===== config.mk =====
export PLATFORM = sky130hd
export DESIGN_NAME = tpm_spi_flow_target
export DESIGN_NICKNAME = d
export VERILOG_FILES = /design/src/rtl/tpm_spi_flow_pkg.sv /design/src/rtl/tpm_spi_sync.sv /design/src/rtl/tpm_spi_shift.sv /design/src/rtl/tpm_spi_rdy_pulse.sv /design/src/rtl/tpm_spi_flow_target.sv
export SDC_FILE = /design/constraint.sdc
export NUM_CORES = 1
export LEC_CHECK = 0
export CORE_MARGIN = 2
export CORE_UTILIZATION = 29
export CTS_BUF_LIST = sky130_fd_sc_hd__clkbuf_8 sky130_fd_sc_hd__clkbuf_16
export CTS_CLUSTER_SIZE = 40
export DETAILED_ROUTE_END_ITERATION = 7
export GPL_TIMING_DRIVEN = 0
export PLACE_DENSITY = 0.58
export SYNTH_ARGS = -nofsm -noshare
export SYNTH_HDL_FRONTEND = slang
export SYNTH_SLANG_ARGS = --single-unit

===== constraint.sdc =====
create_clock -name clk -period 2.6 [get_ports clk]
set_input_delay 0.52 -clock clk [delete_from_list [all_inputs] [get_ports clk]]
set_output_delay 0.52 -clock clk [all_outputs]
set_load 0.02 [all_outputs]

===== src/rtl/tpm_spi_flow_pkg.sv =====
package tpm_spi_flow_pkg;

  localparam int HDR_BYTES = 4;
  localparam int LEN_W     = 7;
  localparam int ADDR_W    = 24;
  localparam int HDR_W     = 8 * HDR_BYTES;

  typedef enum logic [1:0] {
    PH_HDR  = 2'd0,
    PH_WAIT = 2'd1,
    PH_DATA = 2'd2,
    PH_DONE = 2'd3
  } phase_t;

  function automatic logic hdr_is_read(input logic [HDR_W-1:0] h);
    return h[HDR_W-1];
  endfunction

  function automatic logic [LEN_W-1:0] hdr_len(input logic [HDR_W-1:0] h);
    return {1'b0, h[HDR_W-3:HDR_W-8]} + LEN_W'(1);
  endfunction

  function automatic logic [ADDR_W-1:0] hdr_addr(input logic [HDR_W-1:0] h);
    return h[ADDR_W-1:0];
  endfunction

  function automatic logic [7:0] wait_byte(input logic ready);
    return {7'b0, ready};
  endfunction

endpackage


===== src/rtl/tpm_spi_sync.sv =====
module tpm_spi_sync #(
  parameter int STAGES = 2
) (
  input  logic clk,
  input  logic rst_n,
  input  logic sck,
  input  logic csn,
  input  logic mosi,
  output logic sck_rise,
  output logic sck_fall,
  output logic cs_active,
  output logic cs_end,
  output logic mosi_s
);
  logic [STAGES-1:0] sck_p, csn_p, mosi_p;
  logic sck_q, csn_q;

  always_ff @(posedge clk or negedge rst_n) begin
    if (!rst_n) begin
      sck_p  <= '0;
      csn_p  <= '1;
      mosi_p <= '0;
      sck_q  <= 1'b0;
      csn_q  <= 1'b1;
    end else begin
      sck_p  <= {sck_p[STAGES-2:0], sck};
      csn_p  <= {csn_p[STAGES-2:0], csn};
      mosi_p <= {mosi_p[STAGES-2:0], mosi};
      sck_q  <= sck_p[STAGES-1];
      csn_q  <= csn_p[STAGES-1];
    end
  end

  assign cs_active = ~csn_p[STAGES-1];
  assign cs_end    = csn_p[STAGES-1] & ~csn_q;
  assign sck_rise  = cs_active & sck_p[STAGES-1] & ~sck_q;
  assign sck_fall  = cs_active & ~sck_p[STAGES-1] & sck_q;
  assign mosi_s    = mosi_p[STAGES-1];

endmodule


===== src/rtl/tpm_spi_shift.sv =====
module tpm_spi_shift (
  input  logic       clk,
  input  logic       rst_n,
  input  logic       cs_active,
  input  logic       sck_rise,
  input  logic       sck_fall,
  input  logic       mosi_s,
  input  logic [7:0] tx_byte,
  output logic       load_slot,
  output logic       byte_done,
  output logic [7:0] rx_byte,
  output logic       miso
);
  logic [2:0] bit_cnt;
  logic [6:0] rx_acc;
  logic [7:0] tx_sr;

  assign load_slot = cs_active & sck_fall & (bit_cnt == 3'd0);
  assign miso      = tx_sr[7];

  always_ff @(posedge clk or negedge rst_n) begin
    if (!rst_n) begin
      bit_cnt   <= '0;
      rx_acc    <= '0;
      rx_byte   <= '0;
      tx_sr     <= '0;
      byte_done <= 1'b0;
    end else if (!cs_active) begin
      bit_cnt   <= '0;
      tx_sr     <= '0;
      byte_done <= 1'b0;
    end else begin
      byte_done <= 1'b0;
      if (sck_rise) begin
        rx_acc  <= {rx_acc[5:0], mosi_s};
        bit_cnt <= bit_cnt + 3'd1;
        if (bit_cnt == 3'd7) begin
          rx_byte   <= {rx_acc, mosi_s};
          byte_done <= 1'b1;
        end
      end
      if (sck_fall) begin
        tx_sr <= (bit_cnt == 3'd0) ? tx_byte : {tx_sr[6:0], 1'b0};
      end
    end
  end

  AST_BYTE_ONLY_SELECTED: assert property (@(posedge clk) disable iff (!rst_n)
    byte_done |-> $past(cs_active));

endmodule


===== src/rtl/tpm_spi_rdy_pulse.sv =====
module tpm_spi_rdy_pulse #(
  parameter int SHORT_CYCLES = 100,
  parameter int LONG_CYCLES  = 2400
) (
  input  logic clk,
  input  logic rst_n,
  input  logic start,
  input  logic long_sel,
  output logic rdy_n
);
  localparam int MAXC = (LONG_CYCLES > SHORT_CYCLES) ? LONG_CYCLES : SHORT_CYCLES;
  localparam int CW   = $clog2(MAXC + 1);

  logic [CW-1:0] cnt;

  always_ff @(posedge clk or negedge rst_n) begin
    if (!rst_n)              cnt <= '0;
    else if (start)          cnt <= long_sel ? CW'(LONG_CYCLES) : CW'(SHORT_CYCLES);
    else if (cnt != '0)      cnt <= cnt - CW'(1);
  end

  assign rdy_n = (cnt == '0);

  AST_PULSE_AFTER_START: assert property (@(posedge clk) disable iff (!rst_n)
    $fell(rdy_n) |-> $past(start));

  AST_PULSE_NOT_SINGLE: assert property (@(posedge clk) disable iff (!rst_n)
    $fell(rdy_n) |=> !rdy_n);

endmodule


===== src/rtl/tpm_spi_flow_target.sv =====
module tpm_spi_flow_target
  import tpm_spi_flow_pkg::*;
#(
  parameter int SYNC_STAGES  = 2,
  parameter int SHORT_CYCLES = 100,
  parameter int LONG_CYCLES  = 2400
) (
  input  logic              clk,
  input  logic              rst_n,
  input  logic              spi_sck,
  input  logic              spi_csn,
  input  logic              spi_mosi,
  output logic              spi_miso,
  output logic              rdy_n,
  input  logic              long_pulse_cfg,
  output logic              reg_req,
  output logic              reg_write,
  output logic [ADDR_W-1:0] reg_addr,
  output logic [LEN_W-1:0]  reg_len,
  input  logic              reg_ack,
  input  logic [7:0]        rd_byte,
  output logic              rd_take,
  output logic              wr_valid,
  output logic [7:0]        wr_byte
);
  logic sck_rise, sck_fall, cs_active, cs_end, mosi_s;
  logic load_slot, byte_done;
  logic [7:0] rx_byte, tx_byte;

  phase_t          ph;
  logic [1:0]      hdr_cnt;
  logic [HDR_W-1:0] hdr_sr;
  logic [LEN_W-1:0] data_cnt;
  logic            ack_seen, ready_sent;
  logic            is_read, pulse_start;

  tpm_spi_sync #(.STAGES(SYNC_STAGES)) u_sync (
    .clk(clk), .rst_n(rst_n), .sck(spi_sck), .csn(spi_csn), .mosi(spi_mosi),
    .sck_rise(sck_rise), .sck_fall(sck_fall), .cs_active(cs_active),
    .cs_end(cs_end), .mosi_s(mosi_s)
  );

  tpm_spi_shift u_shift (
    .clk(clk), .rst_n(rst_n), .cs_active(cs_active), .sck_rise(sck_rise),
    .sck_fall(sck_fall), .mosi_s(mosi_s), .tx_byte(tx_byte),
    .load_slot(load_slot), .byte_done(byte_done), .rx_byte(rx_byte),
    .miso(spi_miso)
  );

  tpm_spi_rdy_pulse #(.SHORT_CYCLES(SHORT_CYCLES), .LONG_CYCLES(LONG_CYCLES)) u_pulse (
    .clk(clk), .rst_n(rst_n), .start(pulse_start), .long_sel(long_pulse_cfg),
    .rdy_n(rdy_n)
  );

  assign is_read   = hdr_is_read(hdr_sr);
  assign reg_write = ~is_read;
  assign reg_addr  = hdr_addr(hdr_sr);
  assign reg_len   = hdr_len(hdr_sr);
  assign reg_req   = cs_active & (ph == PH_WAIT) & ~ack_seen;

  always_comb begin
    case (ph)
      PH_WAIT: tx_byte = wait_byte(ack_seen);
      PH_DATA: tx_byte = is_read ? rd_byte : 8'h00;
      default: tx_byte = 8'h00;
    endcase
  end

  assign rd_take     = load_slot & (ph == PH_DATA) & is_read;
  assign wr_valid    = byte_done & (ph == PH_DATA) & ~is_read;
  assign wr_byte     = rx_byte;
  assign pulse_start = cs_end & (ph == PH_DONE);

  always_ff @(posedge clk or negedge rst_n) begin
    if (!rst_n) begin
      ph         <= PH_HDR;
      hdr_cnt    <= '0;
      hdr_sr     <= '0;
      data_cnt   <= '0;
      ack_seen   <= 1'b0;
      ready_sent <= 1'b0;
    end else if (!cs_active) begin
      ph         <= PH_HDR;
      hdr_cnt    <= '0;
      data_cnt   <= '0;
      ack_seen   <= 1'b0;
      ready_sent <= 1'b0;
    end else begin
      if (reg_req && reg_ack) ack_seen <= 1'b1;
      if (load_slot && ph == PH_WAIT) ready_sent <= ack_seen;
      if (byte_done) begin
        case (ph)
          PH_HDR: begin
            hdr_sr  <= {hdr_sr[HDR_W-9:0], rx_byte};
            hdr_cnt <= hdr_cnt + 2'd1;
            if (hdr_cnt == 2'(HDR_BYTES - 1)) ph <= PH_WAIT;
          end
          PH_WAIT: begin
            if (ready_sent) begin
              ph       <= PH_DATA;
              data_cnt <= '0;
            end
          end
          PH_DATA: begin
            data_cnt <= data_cnt + LEN_W'(1);
            if (data_cnt == reg_len - LEN_W'(1)) ph <= PH_DONE;
          end
          default: ;
        endcase
      end
    end
  end

  AST_MISO_QUIET_HDR: assert property (@(posedge clk) disable iff (!rst_n)
    (cs_active && ph == PH_HDR) |-> !spi_miso);

  AST_REQ_HELD_TILL_ACK: assert property (@(posedge clk) disable iff (!rst_n)
    (reg_req && reg_ack) |=> !reg_req);

  AST_DATA_CNT_BOUND: assert property (@(posedge clk) disable iff (!rst_n)
    (ph == PH_DATA) |-> (data_cnt < reg_len));

  AST_TAKE_AFTER_ACK: assert property (@(posedge clk) disable iff (!rst_n)
    rd_take |-> ack_seen);

  AST_WR_AFTER_READY: assert property (@(posedge clk) disable iff (!rst_n)
    wr_valid |-> (ready_sent && ack_seen));

  AST_PULSE_DESELECTED: assert property (@(posedge clk) disable iff (!rst_n)
    $fell(rdy_n) |-> !cs_active);

endmodule


# Word level (Yosys, flattened, before mapping)
# Index checks and enable logic that the tools add are counted.
dict set report op_classes {
  add_sub_neg 6
  n_eq_ne 9
  muxes 30
  n_bitwise 20
  n_reduce_logical 21
}
# op n
set op_table {}
lappend op_table {{two-way mux 12 bit} 3}
lappend op_table {{two-way mux 8 bit} 4}
lappend op_table {{two-way mux 7 bit} 3}
lappend op_table {{two-way mux 2 bit} 8}
lappend op_table {{one-hot mux 8 bit (2 select lines)} 1}
lappend op_table {{AND 1 bit} 14}
lappend op_table {{one-hot mux 7 bit (2 select lines)} 1}
lappend op_table {{nonzero test 2 bit} 7}
lappend op_table {{logical NOT 12 bit} 1}
lappend op_table {{nonzero test 12 bit} 1}
lappend op_table {{subtractor 12 x 1 -> 12 bit (second input constant)} 1}
lappend op_table {{AND reduction 3 bit} 3}
lappend op_table {{adder 6 x 1 -> 7 bit (second input constant)} 1}
lappend op_table {{adder 7 x 1 -> 7 bit (second input constant)} 1}
lappend op_table {{== test 7 bit} 1}
lappend op_table {{two-way mux 1 bit} 7}
lappend op_table {{subtractor 7 x 1 -> 7 bit (second input constant)} 1}
lappend op_table {{== test 2 bit (second input constant)} 3}
lappend op_table {{two-way mux 3 bit} 2}
lappend op_table {{inequality test 3 x 2 -> 1 bit (second input constant)} 2}
lappend op_table {{NOT 1 bit} 6}
lappend op_table {{one-hot mux 2 bit (3 select lines)} 1}
lappend op_table {{AND reduction 5 bit} 1}
lappend op_table {{AND reduction 2 bit} 2}
lappend op_table {{10 further kinds} 11}
dict set report word_totals {
  regBits 92
  input_bits 15
  output_inout_bits 45
  word_cells 103
}

# Longest topological paths before layout
dict set report depth {
  depth_word 8
  ltp_mapped 9
  ltp_nobuf 9
}

# By module
# A second synthesis with hierarchy kept.
dict set report unflattened {
  hier_cells 410
  area_unflattened_um2 4783.3
}
# module n_inst cells_each area_each_um2
set modules_own_cells {}
lappend modules_own_cells {tpm_spi_flow_target 1 238 2608.8}
lappend modules_own_cells {tpm_spi_shift 1 95 1291.2}
lappend modules_own_cells {tpm_spi_rdy_pulse 1 65 654.4}
lappend modules_own_cells {tpm_spi_sync 1 12 229.0}

# Worst setup path before layout
# No wires, ideal clock.
dict set report synth_timing {
  path_kind {reg2reg}
  from {reg hdr_sr[25]}
  to {reg ph[0]}
  setup_time_ns 0.122
  arrival_time_ns 2.265
  required_time_ns 2.478
  setup_slack_ns 0.213
  path_stages_with_launch 9
  period_less_slack_ns 2.387
  cell_sequence {dfrtp_1 ha_1 or3b_1 a211o_1 o2111ai_1 o211ai_1 nor3_2 mux2i_1 nand2_1}
}
dict set report synth_between {
  elab_chain_len 5
}
# element line_no
set synth_lines {}
lappend synth_lines {{from (decl)} tpm_spi_flow_target.sv:32} ;# logic [HDR_W-1:0] hdr_sr;
lappend synth_lines {{from (signal assigned)} tpm_spi_flow_target.sv:94} ;# hdr_sr <= {hdr_sr[HDR_W-9:0], rx_byte};
lappend synth_lines {{adder 6 x 1 -> 7 bit} tpm_spi_flow_pkg.sv:20} ;# return {1'b0, h[HDR_W-3:HDR_W-8]} + LEN_W'(1);
lappend synth_lines {{named net reg_len[1]} tpm_spi_flow_target.sv:19} ;# output logic [LEN_W-1:0] reg_len,
lappend synth_lines {{subtractor 7 x 1 -> 7 bit} tpm_spi_flow_target.sv:106} ;# if (data_cnt == reg_len - LEN_W'(1)) ph <= PH_DONE;
lappend synth_lines {{== test 7 bit} tpm_spi_flow_target.sv:106}
lappend synth_lines {{inequality test 3 x 1 -> 1 bit (no source line)} -}
lappend synth_lines {{AND reduction 5 bit (no source line)} -}
lappend synth_lines {{to (signal assigned)} tpm_spi_flow_target.sv:96} ;# if (hdr_cnt == 2'(HDR_BYTES - 1)) ph <= PH_WAIT;
lappend synth_lines {{to (signal assigned)} tpm_spi_flow_target.sv:100} ;# ph <= PH_DATA;
lappend synth_lines {{to (signal assigned)} tpm_spi_flow_target.sv:106}
lappend synth_lines {{to (decl)} tpm_spi_flow_target.sv:30} ;# phase_t ph;
# The timed path passes the listed nets, and every way through them passes these cells.
# A chain may end at the register's enable or synchronous reset.

# Worst setup path in the final report
dict set report layout_timing {
  from {reg u_pulse.cnt[5]}
  to {out rdy_n}
}
dict set report layout_between {
  elab_chain_len 1
}
# element line_no
set layout_lines {}
lappend layout_lines {{from (decl)} tpm_spi_rdy_pulse.sv:14} ;# logic [CW-1:0] cnt;
lappend layout_lines {{from (signal assigned)} tpm_spi_rdy_pulse.sv:18} ;# else if (start) cnt <= long_sel ? CW'(LONG_CYCLES) : CW'(SHORT_CYCLES);
lappend layout_lines {{from (signal assigned)} tpm_spi_rdy_pulse.sv:19} ;# else if (cnt != '0) cnt <= cnt - CW'(1);
lappend layout_lines {{logical NOT 12 bit} tpm_spi_rdy_pulse.sv:22} ;# assign rdy_n = (cnt == '0);
lappend layout_lines {{to (decl)} tpm_spi_flow_target.sv:14} ;# output logic rdy_n,
# No other way between the ends.

==> impl_metrics.env <==
export IMPL_ys_ff_latch=91
export IMPL_top_layer_used="met4"
export IMPL_met2_length_um=5195
export IMPL_final_util_pct=37.45
export IMPL_h_tree_depth=3
export IMPL_synthTopCellsByArea="dfrtp_1, mux2_2, buf_4"
export IMPL_maxCapViolCount=0
export IMPL_wl_um=10210
export IMPL_setup_viol=0
export IMPL_cts_buffers=9
export IMPL_grt_start_max_net_pins=49
export IMPL_grt_pass1_wl_um=17240
export IMPL_ant_nets=0
export IMPL_clk_path_buf_depth=2
export IMPL_first_pass_iters=4
export IMPL_critPathRequiredTime_ps=2080
export IMPL_worst_slew_pin_slew_ps=1116
export IMPL_fin_crit_sh_pct=96.55
export IMPL_synth_top_cell_area_share_pct=46.51
export IMPL_die_area_sq_um=17360
export IMPL_nets=533
export IMPL_post_route_drc_count=0
export IMPL_rows=46
export IMPL_slew_viol_final=0
export IMPL_io_pins=60
export IMPL_cts_sinks=91
export IMPL_power_density_nw_per_um2=570.5
export IMPL_grt_antenna_before_repair=0
export IMPL_dpl_cell_count=710
export IMPL_met1_length_um=4433
export IMPL_crit_fanout=5
export IMPL_gp_congestion=0.8047
export IMPL_min_period_ps=2510
export IMPL_drt_initial_drc_count=228
export IMPL_timing_final_ws_setup_ps=89.60
export IMPL_max_freq_ghz=0.3983
export IMPL_drive_above_1_share_pct=23.48
export IMPL_final_area_sq_um=5971
export IMPL_status="finished, final reports clean"
export IMPL_synthesis_nets=461
export IMPL_cts_tree="yes"
export IMPL_rsz0062_at_grt="no"
export IMPL_crit_type="register to primary output"
export IMPL_p_total_mw=3.406
export IMPL_cp_arrival_ps=1990
export IMPL_place_area_sq_um=5620
export IMPL_grt_ovfl_total=0
export IMPL_fill_cells=1583
export IMPL_first_global_vias=3499
export IMPL_synth_area_per_cell_sq_um=10.91
export IMPL_seq_area_frac_synth_pct=48.18
export IMPL_clk_pin_slew_ps=70
export IMPL_syn_area_sq_um=4735
export IMPL_port_buffers=59
export IMPL_vias=3458
export IMPL_met3_length_um=358
export IMPL_hold_violations=0
export IMPL_clock_latency_ps=350
export IMPL_grtUsageTotal_pct=12.19
export IMPL_dpl_hpwl_um=7532
export IMPL_irDropWorstVdd_uv=293.3
export IMPL_initial_core_util_pct=29.70
export IMPL_skew_ps=8.483
export IMPL_syn_inst=434
export IMPL_finalNonFillerCells=727
export IMPL_max_slew_margin_pct=25.44
export IMPL_synth_common_cells="dfrtp_1, mux2_2, nor2_1, buf_4, nand2_1"
export IMPL_synth_cell_types=65
export IMPL_cts_root_buf="clkbuf_16"
export IMPL_core_sq_um=15940
export IMPL_synth_edff_count=0
export IMPL_p_leak_nw=2.721
export IMPL_die_height_um=131.8
export IMPL_cp_end_kind="primary output"
export IMPL_area_delta_synth_final_pct=26.11
export IMPL_die_width_um=131.8
export IMPL_startpoint_type="register"
export IMPL_dp_slack_ps=-92.98
export IMPL_yosysMostFrequentCell="dfrtp_1"
export IMPL_via_per_inst=4.757
export IMPL_ys_warnings_count=0
export IMPL_diodes=0
export IMPL_synthFlopType="dfrtp_1"
export IMPL_async_flop_share_pct=100.0
export IMPL_yosys_area_top_type="dfrtp_1"
export IMPL_hold_class="input port to async pin"
export IMPL_drt_wirelength_per_cell_um=14.04
registers in the layout (all words and copies together) (netlist names), 2 cells and up:
signal,count
hdr_cnt,2
u_sync.csn_p,2
u_sync.mosi_p,2
u_pulse.cnt,12
u_shift.rx_byte,8
data_cnt,7
u_sync.sck_p,2
u_shift.rx_acc,7
ph,2
u_shift.bit_cnt,3
u_shift.tx_sr,8
hdr_sr,31
critical path, cell delays in order, from the launching register on:
cell and delay [ps]:
dfrtp_1 410, or4_4 580, nor4_4 240, nand4b_4 190, clkinv_4 110, buf_6 120
worst paths after layout:
path | startpoint | to | slack (ps) | cells after the start
setup reg to reg | hdr_sr[24] | ph[0] | 200 | 8
hold / removal | rst_n | u_pulse.cnt[10] | 170 | 1
max in group asynchronous | rst_n | u_sync.csn_q | 1740 | 2
hold reg to reg | u_sync.sck_p[0] | u_sync.sck_p[1] | 350 | 0
min in group clk | u_sync.sck_p[0] | u_sync.sck_p[1] | 350 | 0
setup / recovery | u_pulse.cnt[5] | rdy_n | 90 | 5
cell type report:
| type | count | area [sq um] | share of cell area, % |
|---|---|---|---|
| Buffer | 42 | 259.0 | 4.338 |
| Tap cell | 216 | 270.3 | 4.526 |
| Inverter | 16 | 65.06 | 1.090 |
| Sequential cell | 91 | 2282 | 38.22 |
| Multi-Input combinational cell | 283 | 2143 | 35.90 |
| Clock buffer | 9 | 225.2 | 3.772 |
| Timing Repair Buffer | 63 | 630.6 | 10.56 |
| Clock inverter | 7 | 95.09 | 1.593 |
placed cells by master, fill, tap and decap left out, types with 5 or more instances in the layout:
cell type and count:
dfrtp_1 87, buf_2 5, inv_1 14, clkdlybuf4s50_1 50, nand2_1 23, mux2i_1 6, nand3_1 11, xnor2_1 11
buf_4 29, a21oi_1 13, ha_1 8, and3_1 8, a221oi_1 6, dlygate4sd2_1 7, nor2_1 39, clkbuf_1 8
o21ai_0 6, xor2_1 7, clkbuf_16 9, nor3_1 17, and2_1 6, mux2_2 46, nand2b_1 8
report_power, final:
part	total, mW	switching, mW	internal, mW
Clock	1.38	0.609	0.773
Sequential	1.70	0.145	1.56
Combinational	0.323	0.153	0.170
Total	3.41	0.907	2.50
per-layer routing:
| layer | track usage [%] | vias to the layer above |
|---|---|---|
| li1 | - | 1666 |
| met1 | 14.95 | 1708 |
| met2 | 20.59 | 64 |
| met3 | 2.922 | 20 |
| met4 | 5.133 | 0 |
| met5 | 0 | - |
through the flow:
stage | setup TNS (ps) | hold WS (ps)
global route | 0 | 214.9
floorplan | 0 | 224.4
CTS | -50.19 | 197.8
finish | 0 | 168.9
global placement | -215610 | 334.3
detailed placement | -157.2 | 341.6
logic make-up (layout without fill, tap and decap cells):
kind of cell | Yosys count | count (layout) | synth area share (%)
xor gates and xnor gates | 20 | 20 | 4.149
muxes | 52 | 52 | 12.21
adders and majority gates | 12 | 12 | 3.171
buffers and inverters | 60 | 137 | 6.897
AOI/OAI and AO/OA | 59 | 59 | 9.065
and+or+nand+nor | 140 | 140 | 16.33
DFF | 91 | 91 | 48.18
timing repair:
action / CTS / global route
gates resized for setup: 19 / 2
setup endpoints to repair: 10 / 5
pin swaps: 3 / 3
hold buffers: 0 / 0
setup buffers: 1 / 2
Power figures use the tool's default switching activity.
